**config.mk**
```make
export PLATFORM = sky130hd
export DESIGN_NAME = lockout_event_monitor
export DESIGN_NICKNAME = d
export VERILOG_FILES = /design/src/rtl/lem_pkg.sv /design/src/rtl/lem_sampler.sv /design/src/rtl/lem_window.sv /design/src/rtl/lem_latency.sv /design/src/rtl/lem_storm.sv /design/src/rtl/lockout_event_monitor.sv
export SDC_FILE = /design/constraint.sdc
export NUM_CORES = 1
export LEC_CHECK = 0
export ABC_AREA = 1
export CORE_ASPECT_RATIO = 0.75
export CORE_MARGIN = 2
export CORE_UTILIZATION = 35
export DETAILED_ROUTE_END_ITERATION = 10
export PLACE_DENSITY = 0.64
export SLEW_MARGIN = 15
export SYNTH_ARGS = -nofsm -noshare
export SYNTH_HDL_FRONTEND = slang
export SYNTH_HIERARCHICAL = 1
export SYNTH_SLANG_ARGS = --single-unit
```
**constraint.sdc**
```tcl
create_clock -name clk_i -period 5.81 [get_ports clk_i]
set_input_delay 1.162 -clock clk_i [delete_from_list [all_inputs] [get_ports clk_i]]
set_output_delay 1.162 -clock clk_i [all_outputs]
set_load 0.005 [all_outputs]
```
**src/rtl/lem_pkg.sv**
```systemverilog
package lem_pkg;

   typedef enum logic {
      WIN_IDLE = 1'b0,
      WIN_OPEN = 1'b1
   } win_state_e;

   typedef struct packed {
      logic rise;
      logic fall;
   } edge_t;

endpackage

```
**src/rtl/lem_sampler.sv**
```systemverilog
module lem_sampler
   import lem_pkg::*;
#(
   parameter int STAGES = 0
) (
   input  logic  clk_i,
   input  logic  rst_ni,
   input  logic  oe_i,
   input  logic  trip_i,
   output logic  oe_lvl_o,
   output logic  oe_chg_o,
   output edge_t trip_e_o
);

   logic oe_s, trip_s;
   logic oe_q, trip_q;

   generate
      if (STAGES == 0) begin : g_direct
         assign oe_s   = oe_i;
         assign trip_s = trip_i;
      end else begin : g_sync
         logic [STAGES-1:0] oe_pipe, trip_pipe;
         always_ff @(posedge clk_i or negedge rst_ni) begin
            if (!rst_ni) begin
               oe_pipe   <= '0;
               trip_pipe <= '0;
            end else begin
               oe_pipe[0]   <= oe_i;
               trip_pipe[0] <= trip_i;
               for (int s = 1; s < STAGES; s++) begin
                  oe_pipe[s]   <= oe_pipe[s-1];
                  trip_pipe[s] <= trip_pipe[s-1];
               end
            end
         end
         assign oe_s   = oe_pipe[STAGES-1];
         assign trip_s = trip_pipe[STAGES-1];
      end
   endgenerate

   // Previous sample of each input, used for change and edge detection.
   always_ff @(posedge clk_i or negedge rst_ni) begin
      if (!rst_ni) begin
         oe_q   <= 1'b0;
         trip_q <= 1'b0;
      end else begin
         oe_q   <= oe_s;
         trip_q <= trip_s;
      end
   end

   assign oe_lvl_o      = oe_s;
   assign oe_chg_o      = oe_s ^ oe_q;
   assign trip_e_o.rise = trip_s & ~trip_q;
   assign trip_e_o.fall = ~trip_s & trip_q;

endmodule

```
**src/rtl/lem_window.sv**
```systemverilog
module lem_window
   import lem_pkg::*;
#(
   parameter int WIN_W = 12,
   parameter int TOG_W = 8
) (
   input  logic             clk_i,
   input  logic             rst_ni,
   input  logic             cross_i,
   input  logic             chg_i,
   input  logic [WIN_W-1:0] win_len_i,
   output logic             start_o,
   output logic             open_o,
   output logic             last_o,
   output logic [TOG_W-1:0] tog_nxt_o
);

   localparam int              CW      = WIN_W + 1;
   localparam logic [TOG_W-1:0] TOG_MAX = '1;

   win_state_e       state_q;
   logic [WIN_W-1:0] wcnt_q;
   logic [TOG_W-1:0] tog_q;
   logic [TOG_W-1:0] tog_base;

   assign start_o = cross_i && (state_q == WIN_IDLE);
   assign open_o  = (state_q == WIN_OPEN);
   // wcnt_q holds the index of the current edge within the window.
   assign last_o  = open_o && (({1'b0, wcnt_q} + CW'(1)) >= {1'b0, win_len_i});

   always_comb begin
      tog_base  = start_o ? '0 : tog_q;
      tog_nxt_o = tog_base;
      if ((start_o || open_o) && chg_i && (tog_base != TOG_MAX)) begin
         tog_nxt_o = tog_base + TOG_W'(1);
      end
   end

   always_ff @(posedge clk_i or negedge rst_ni) begin
      if (!rst_ni) begin
         state_q <= WIN_IDLE;
         wcnt_q  <= '0;
         tog_q   <= '0;
      end else if (start_o) begin
         state_q <= WIN_OPEN;
         wcnt_q  <= WIN_W'(1);
         tog_q   <= tog_nxt_o;
      end else if (open_o) begin
         tog_q  <= tog_nxt_o;
         wcnt_q <= wcnt_q + WIN_W'(1);
         if (last_o) begin
            state_q <= WIN_IDLE;
         end
      end
   end

endmodule

```
**src/rtl/lem_latency.sv**
```systemverilog
module lem_latency #(
   parameter int LAT_W = 8
) (
   input  logic             clk_i,
   input  logic             rst_ni,
   input  logic             start_i,
   input  logic             open_i,
   input  logic             en_i,
   output logic [LAT_W-1:0] lat_nxt_o,
   output logic             low_nxt_o
);

   localparam logic [LAT_W-1:0] LAT_MAX = '1;

   logic [LAT_W-1:0] lat_q;
   logic             low_q;

   always_comb begin
      lat_nxt_o = lat_q;
      low_nxt_o = low_q;
      if (start_i) begin
         lat_nxt_o = en_i ? LAT_W'(1) : '0;
         low_nxt_o = !en_i;
      end else if (open_i && !low_q) begin
         if (!en_i) begin
            low_nxt_o = 1'b1;
         end else if (lat_q != LAT_MAX) begin
            lat_nxt_o = lat_q + LAT_W'(1);
         end
      end
   end

   always_ff @(posedge clk_i or negedge rst_ni) begin
      if (!rst_ni) begin
         lat_q <= '0;
         low_q <= 1'b0;
      end else begin
         lat_q <= lat_nxt_o;
         low_q <= low_nxt_o;
      end
   end

endmodule

```
**src/rtl/lem_storm.sv**
```systemverilog
module lem_storm #(
   parameter int GAP_W   = 10,
   parameter int STORM_W = 8
) (
   input  logic               clk_i,
   input  logic               rst_ni,
   input  logic               cross_i,
   input  logic               recover_i,
   input  logic [GAP_W-1:0]   gap_lim_i,
   output logic               hit_o,
   output logic [STORM_W-1:0] cnt_o
);

   localparam logic [STORM_W-1:0] CNT_MAX = '1;

   logic             armed_q;
   logic [GAP_W-1:0] gap_q;
   logic             hit_now;

   assign hit_now = cross_i && armed_q && (gap_q <= gap_lim_i);

   always_ff @(posedge clk_i or negedge rst_ni) begin
      if (!rst_ni) begin
         armed_q <= 1'b0;
         gap_q   <= '0;
         hit_o   <= 1'b0;
         cnt_o   <= '0;
      end else begin
         hit_o <= hit_now;
         if (hit_now && (cnt_o != CNT_MAX)) begin
            cnt_o <= cnt_o + STORM_W'(1);
         end
         if (recover_i) begin
            armed_q <= 1'b1;
            gap_q   <= GAP_W'(1);
         end else if (armed_q) begin
            if (cross_i || (gap_q >= gap_lim_i)) begin
               armed_q <= 1'b0;
            end else begin
               gap_q <= gap_q + GAP_W'(1);
            end
         end
      end
   end

endmodule

```
**src/rtl/lockout_event_monitor.sv**
```systemverilog
module lockout_event_monitor
   import lem_pkg::*;
#(
   parameter int WIN_W       = 12,
   parameter int TOG_W       = 8,
   parameter int LAT_W       = 8,
   parameter int GAP_W       = 10,
   parameter int STORM_W     = 8,
   parameter int SYNC_STAGES = 0
) (
   input  logic               clk_i,
   input  logic               rst_ni,
   input  logic               oe_i,
   input  logic               uv_trip_i,
   input  logic [WIN_W-1:0]   win_len_i,
   input  logic [TOG_W-1:0]   tog_lim_i,
   input  logic [LAT_W-1:0]   lat_lim_i,
   input  logic [GAP_W-1:0]   retrip_gap_i,
   output logic               done_o,
   output logic [TOG_W-1:0]   toggles_o,
   output logic [LAT_W-1:0]   latency_o,
   output logic               chatter_fail_o,
   output logic               latency_fail_o,
   output logic               storm_o,
   output logic [STORM_W-1:0] storm_cnt_o
);

   localparam logic [LAT_W-1:0] LAT_MAX = '1;

   generate
      if (WIN_W < 2) begin : g_bad_win
         $error("WIN_W must be at least 2");
      end
      if (TOG_W < 1) begin : g_bad_tog
         $error("TOG_W must be at least 1");
      end
      if (LAT_W < 2) begin : g_bad_lat
         $error("LAT_W must be at least 2");
      end
      if (GAP_W < 1) begin : g_bad_gap
         $error("GAP_W must be at least 1");
      end
      if (STORM_W < 1) begin : g_bad_storm
         $error("STORM_W must be at least 1");
      end
      if (SYNC_STAGES < 0) begin : g_bad_sync
         $error("SYNC_STAGES must not be negative");
      end
   endgenerate

   logic             oe_lvl, oe_chg;
   edge_t            trip_e;
   logic             win_start, win_open, win_last;
   logic [TOG_W-1:0] tog_nxt;
   logic [LAT_W-1:0] lat_nxt;
   logic             low_nxt;

   lem_sampler #(.STAGES(SYNC_STAGES)) u_sampler (
      .clk_i    (clk_i),
      .rst_ni   (rst_ni),
      .oe_i     (oe_i),
      .trip_i   (uv_trip_i),
      .oe_lvl_o (oe_lvl),
      .oe_chg_o (oe_chg),
      .trip_e_o (trip_e)
   );

   lem_window #(.WIN_W(WIN_W), .TOG_W(TOG_W)) u_window (
      .clk_i     (clk_i),
      .rst_ni    (rst_ni),
      .cross_i   (trip_e.rise),
      .chg_i     (oe_chg),
      .win_len_i (win_len_i),
      .start_o   (win_start),
      .open_o    (win_open),
      .last_o    (win_last),
      .tog_nxt_o (tog_nxt)
   );

   lem_latency #(.LAT_W(LAT_W)) u_latency (
      .clk_i     (clk_i),
      .rst_ni    (rst_ni),
      .start_i   (win_start),
      .open_i    (win_open),
      .en_i      (oe_lvl),
      .lat_nxt_o (lat_nxt),
      .low_nxt_o (low_nxt)
   );

   lem_storm #(.GAP_W(GAP_W), .STORM_W(STORM_W)) u_storm (
      .clk_i     (clk_i),
      .rst_ni    (rst_ni),
      .cross_i   (trip_e.rise),
      .recover_i (trip_e.fall),
      .gap_lim_i (retrip_gap_i),
      .hit_o     (storm_o),
      .cnt_o     (storm_cnt_o)
   );

   // Results are taken from next-state values on the closing edge.
   always_ff @(posedge clk_i or negedge rst_ni) begin
      if (!rst_ni) begin
         done_o         <= 1'b0;
         toggles_o      <= '0;
         latency_o      <= '0;
         chatter_fail_o <= 1'b0;
         latency_fail_o <= 1'b0;
      end else begin
         done_o <= win_last;
         if (win_last) begin
            toggles_o      <= tog_nxt;
            latency_o      <= lat_nxt;
            chatter_fail_o <= (tog_nxt > tog_lim_i);
            latency_fail_o <= !low_nxt || (lat_nxt > lat_lim_i) || (lat_nxt == LAT_MAX);
         end
      end
   end

endmodule

```
# Word level (Yosys, flattened, before mapping)
# Cells that the tools add are included.
# totals
reg_bits	71
inputBits	42
out_inout_bits	28
word_cells	79
# op_classes
add_sub_neg	6
n_lt_le_gt_ge	5
eq_ne	5
muxes	23
n_bitwise	6
reduce_logical	18
# ops
operator	n
$mux W8	8
$mux W10	3
$add A8 B1 Y8 const B	3
$mux W12	2
$ne A8 B8 Y1 const B	3
$gt A8 B8 Y1	2
$add A12 B1 Y13 const B	1
$ge A13 B12 Y1	1
$add A12 B1 Y12 const B	1
$add A10 B1 Y10 const B	1
$ge A10 B10 Y1	1
$le A10 B10 Y1	1
$mux W1	10
$eq A8 B8 Y1 const B	1
$logic_and A1 B1 Y1	8
$logic_or A1 B1 Y1	4
$reduce_bool A2 Y1	2
$logic_not A1 Y1	3
$not A1 Y1	3
$and A1 B1 Y1	2
$ne A2 B1 Y1 const B	1
$reduce_and A2 Y1	1
$xor A1 B1 Y1	1

# Depth between registers and ports, before layout
# depth
ltp_word	9
depth_mapped	22
mapped_depth_nobuf	22

# By module
# Netlist, hierarchy kept.
# modules_own_cells
module	n_inst	cells_each	area_each_um2	seq_area_each_um2
lem_window	1	234	1669.1	525.5
lem_storm	1	200	1531.5	500.5
lockout_event_monitor	1	148	1143.6	475.5
lem_latency	1	82	576.8	225.2
lem_sampler	1	12	91.3	50.0

# Worst setup path before layout
# Ideal clock, no wire load.
# synth_path
kind	input port to flip-flop
from	in uv_trip_i
to	reg chatter_fail_o
setup_time_ps	116
t_arrival_ps	3218
required_ps	5694
path_slack_ps	2476
stages	22
path_buffers	0
cell_sequence	inv_1 > nor2_1 > inv_2 > nor2_4 > nor2_2 > ha_1 > nand3_4 > nor2_4 > nand2_2 > nand2_4 > inv_6 > nand2_2 > nand2_1 > ha_1 > inv_1 > nor2_1 > nor2_1 > o21ai_1 > nand2_1 > nand2_1 > nand2_1 > nand2_1
# synth_lines
item	line	rtl
start: declaration	lockout_event_monitor.sv:14	input logic uv_trip_i,
end signal: assignment	lockout_event_monitor.sv:113	chatter_fail_o <= (tog_nxt > tog_lim_i);
end: declaration	lockout_event_monitor.sv:22	output logic chatter_fail_o,

==> metrics.txt <==
Min Hold Slack=0.472 ns; Pwr per Cell Area=about 370 mW/mm2; routability-driven placement congestion ratio=0.816; setup tns final=0 ns; RSZ-0062 raised after global routing=false; diode count=0; crit start category=input pin; sequential share of power=0.346; most common flop cell mapped by yosys=dfrtp_1; initial antenna violation count=0; outcome=finished clean; Hold Path Origin=toggles_o[4]$_DFFE_PN0P_; CP Max Fanout=9; CTS Hold Bufs=0; Synth Register Bits=between 70 and 80; clock skew=0.00679 ns; total die area=0.0153 mm2; Warnings, synthesis=6; fin. max-slew vios=0; P_sw=0.000937 W; fin nets=between 800 and 900; Setup Fix Bufs, Post-CTS=0; final setup fails=0; Synth area leader=dfrtp_1; Cells after Synth=676; P&R area growth vs syn=23.1%; Net Count, Synth=762; largest net degree at the start of global routing=about 70; cts bufs inserted=9; PortBufs=69; Core Rows=37; number of flops mapped to enable cells by yosys=0; Peak VDD IR=154 uV; drt pass-1 iters=5; die span in y=108 um; Tightest Pin Transition=0.926 ns; Setup crit end kind=register; TritonCTS clock tree=built; worst skew pair latency=~0.33 ns; hold depth=2; crit path kind=in -> reg; sequential share of the synthesized area=0.354; Clk pin slew, worst setup/hold paths=0.05 ns; Clk pwr share=0.226; syn_area_per_cell=7.41 um2; DRC Markers=0; R2R Path Start=u_window/wcnt_q[0]$_DFFE_PN0N_; Crit. Startpoint=uv_trip_i; Area contributors post-synth=dfrtp_1 35%, nand2_1 17%, ha_1 11%, inv_1 8.0%, xor2_1 3.7%; Hold Crit Class=reg -> reg; Synth top cells by count=223 x nand2_1, 107 x inv_1, 71 x dfrtp_1; CP Data Required Time=~6 ns; # IOs=70; total track usage=0.157; Fill cells=about 1.4k; Via Count=4199; share of async-settable or async-resettable flops after synthesis=1.00; vias in the first global route=about 4.1k; Rel. slew slack=0.383; Clock Path Buffers=2; Cell Area, Synth=roughly 0.005 mm2; DRT Wirelength=about 11000 um; combinational fraction of design power=0.428; H-tree depth=3; DRT iter0 DRCs=249; Resized cells post-CTS=0; Final Hold Viols=0; Max-Cap Viols=0; placed insts=915; total power=0.00231 W; DR WL/cell=11.8 um; post-synthesis cell type count=36; FF-to-FF path depth=17; final worst path period share=0.666; die width=around 140 um; post-detail-place hpwl=roughly 8400 um; first-pass GRT wire length=19400 um; Remaining Overflow, GRT=0; Routed Antenna Nets=0; post-synth top area share=0.354; layout cell share with drive strength beyond 1=0.0980; post-layout instance count excluding filler cells=930; Fmax=0.258 GHz; initial core utilization=0.362; clk root buf=clkbuf_16; vias per cell=roughly 4.5; Placeable Area=0.0138 mm2; Worst EP arrival=4.09 ns; switch share=0.405; CTS sink count=71; Pleak=3.28 nW; Period minus WS final=3.87 ns; top-count cell post-synth=nand2_1; Int Power=0.00138 W
flip-flops by register name, indices dropped and copies added (netlist names), 8 cells and up:
signal	count
u_window/wcnt_q	12
u_latency/lat_q	8
u_window/tog_q	8
u_storm/gap_q	10
u_storm/cnt_o	8
latency_o	8
toggles_o	8
through the flow:
stage / util / cell area, um2 / setup slack (ns)
final: 0.446 / 6170 / 1.94
after global routing: 0.446 / 6170 / 1.69
after CTS: 0.446 / 6170 / 1.93
after detailed placement: 0.425 / 5890 / 1.57
after global placement: 0.425 / 5890 / 1.68
after floorplan: - / 5010 / 2.48
power groups by stage:
stage          registers (W)  logic [W]  clock network, W
5_1_grt             0.000828    0.00115          0.000565
6_report            0.000800   0.000990          0.000523
4_1_cts             0.000802    0.00100          0.000545
3_5_place_dp        0.000808   0.000998                 0
2_1_floorplan       0.000766   0.000705                 0
3_3_place_gp        0.000807   0.000982                 0
layout by cell type (no fill, tap or decap), types with 13 or more instances in the layout:
cell type and instances:
a21oi_1 17, clkdlybuf4s50_1 68, dfrtp_1 71, ha_1 44
inv_1 107, nand2_1 223, nand2_2 17, nand3_1 22
nand4_1 15, nor2_1 47, o21ai_0 13, xor2_1 21
cell families after synthesis:
kind of cell | Yosys count | synth area share
AO/OA/AOI/OAI | 48 | 0.0532
XOR/XNOR | 25 | 0.0437
adder cells (fa/ha/maj) | 44 | 0.110
buffers and inverters | 122 | 0.0956
flip-flops | 71 | 0.354
AND/OR/NAND/NOR | 366 | 0.343
metal layers:
layer,part of all wire,wire [um],global-route usage,vias to the layer above
met5,0,0,0,-
li1,-,-,-,2258
met2,0.41,4530,0.231,74
met4,0.0093,102,0.0479,0
met1,0.54,5890,0.233,1858
met3,0.041,448,0.0302,9
critical path: stages:
cell and delay (ns):
clkdlybuf4s50_1 0.50, inv_1 0.05, nor2_1 0.42, inv_2 0.09, nor2_4 0.25, nor2_2 0.10
ha_1 0.26, nand3_4 0.12, nor2_4 0.04, nand2_2 0.07, nand2_4 0.09, inv_6 0.12
nand2_2 0.06, nand2_1 0.08, ha_1 0.22, inv_1 0.07, nor2_1 0.04, nor2_1 0.08
o21ai_1 0.07, nand2_1 0.06, nand2_1 0.04, nand2_1 0.05, nand2_1 0.04
final cells by class:
cell class                 count  area [um2]  area share
timing repair buffer          70         696       0.113
tap                          175         219      0.0355
inverter                     116         440      0.0714
multi-input combinational    483        2760       0.447
clock buffer                  12         267      0.0432
sequential                    71        1780       0.288
clock inverter                 3        17.5     0.00284
final timing paths:
check                                                       end  slack (ns)
worst max-delay path                 chatter_fail_o$_DFFE_PN0P_        1.94
max in group asynchronous       u_window/wcnt_q[11]$_DFFE_PN0N_        4.24
worst min-delay path                   toggles_o[4]$_DFFE_PN0P_        0.47
worst min register to register         toggles_o[4]$_DFFE_PN0P_        0.47
worst max register to register       chatter_fail_o$_DFFE_PN0P_        2.83
min in group asynchronous              toggles_o[2]$_DFFE_PN0P_        0.96
No activity file was read; power rests on OpenSTA's default activity.
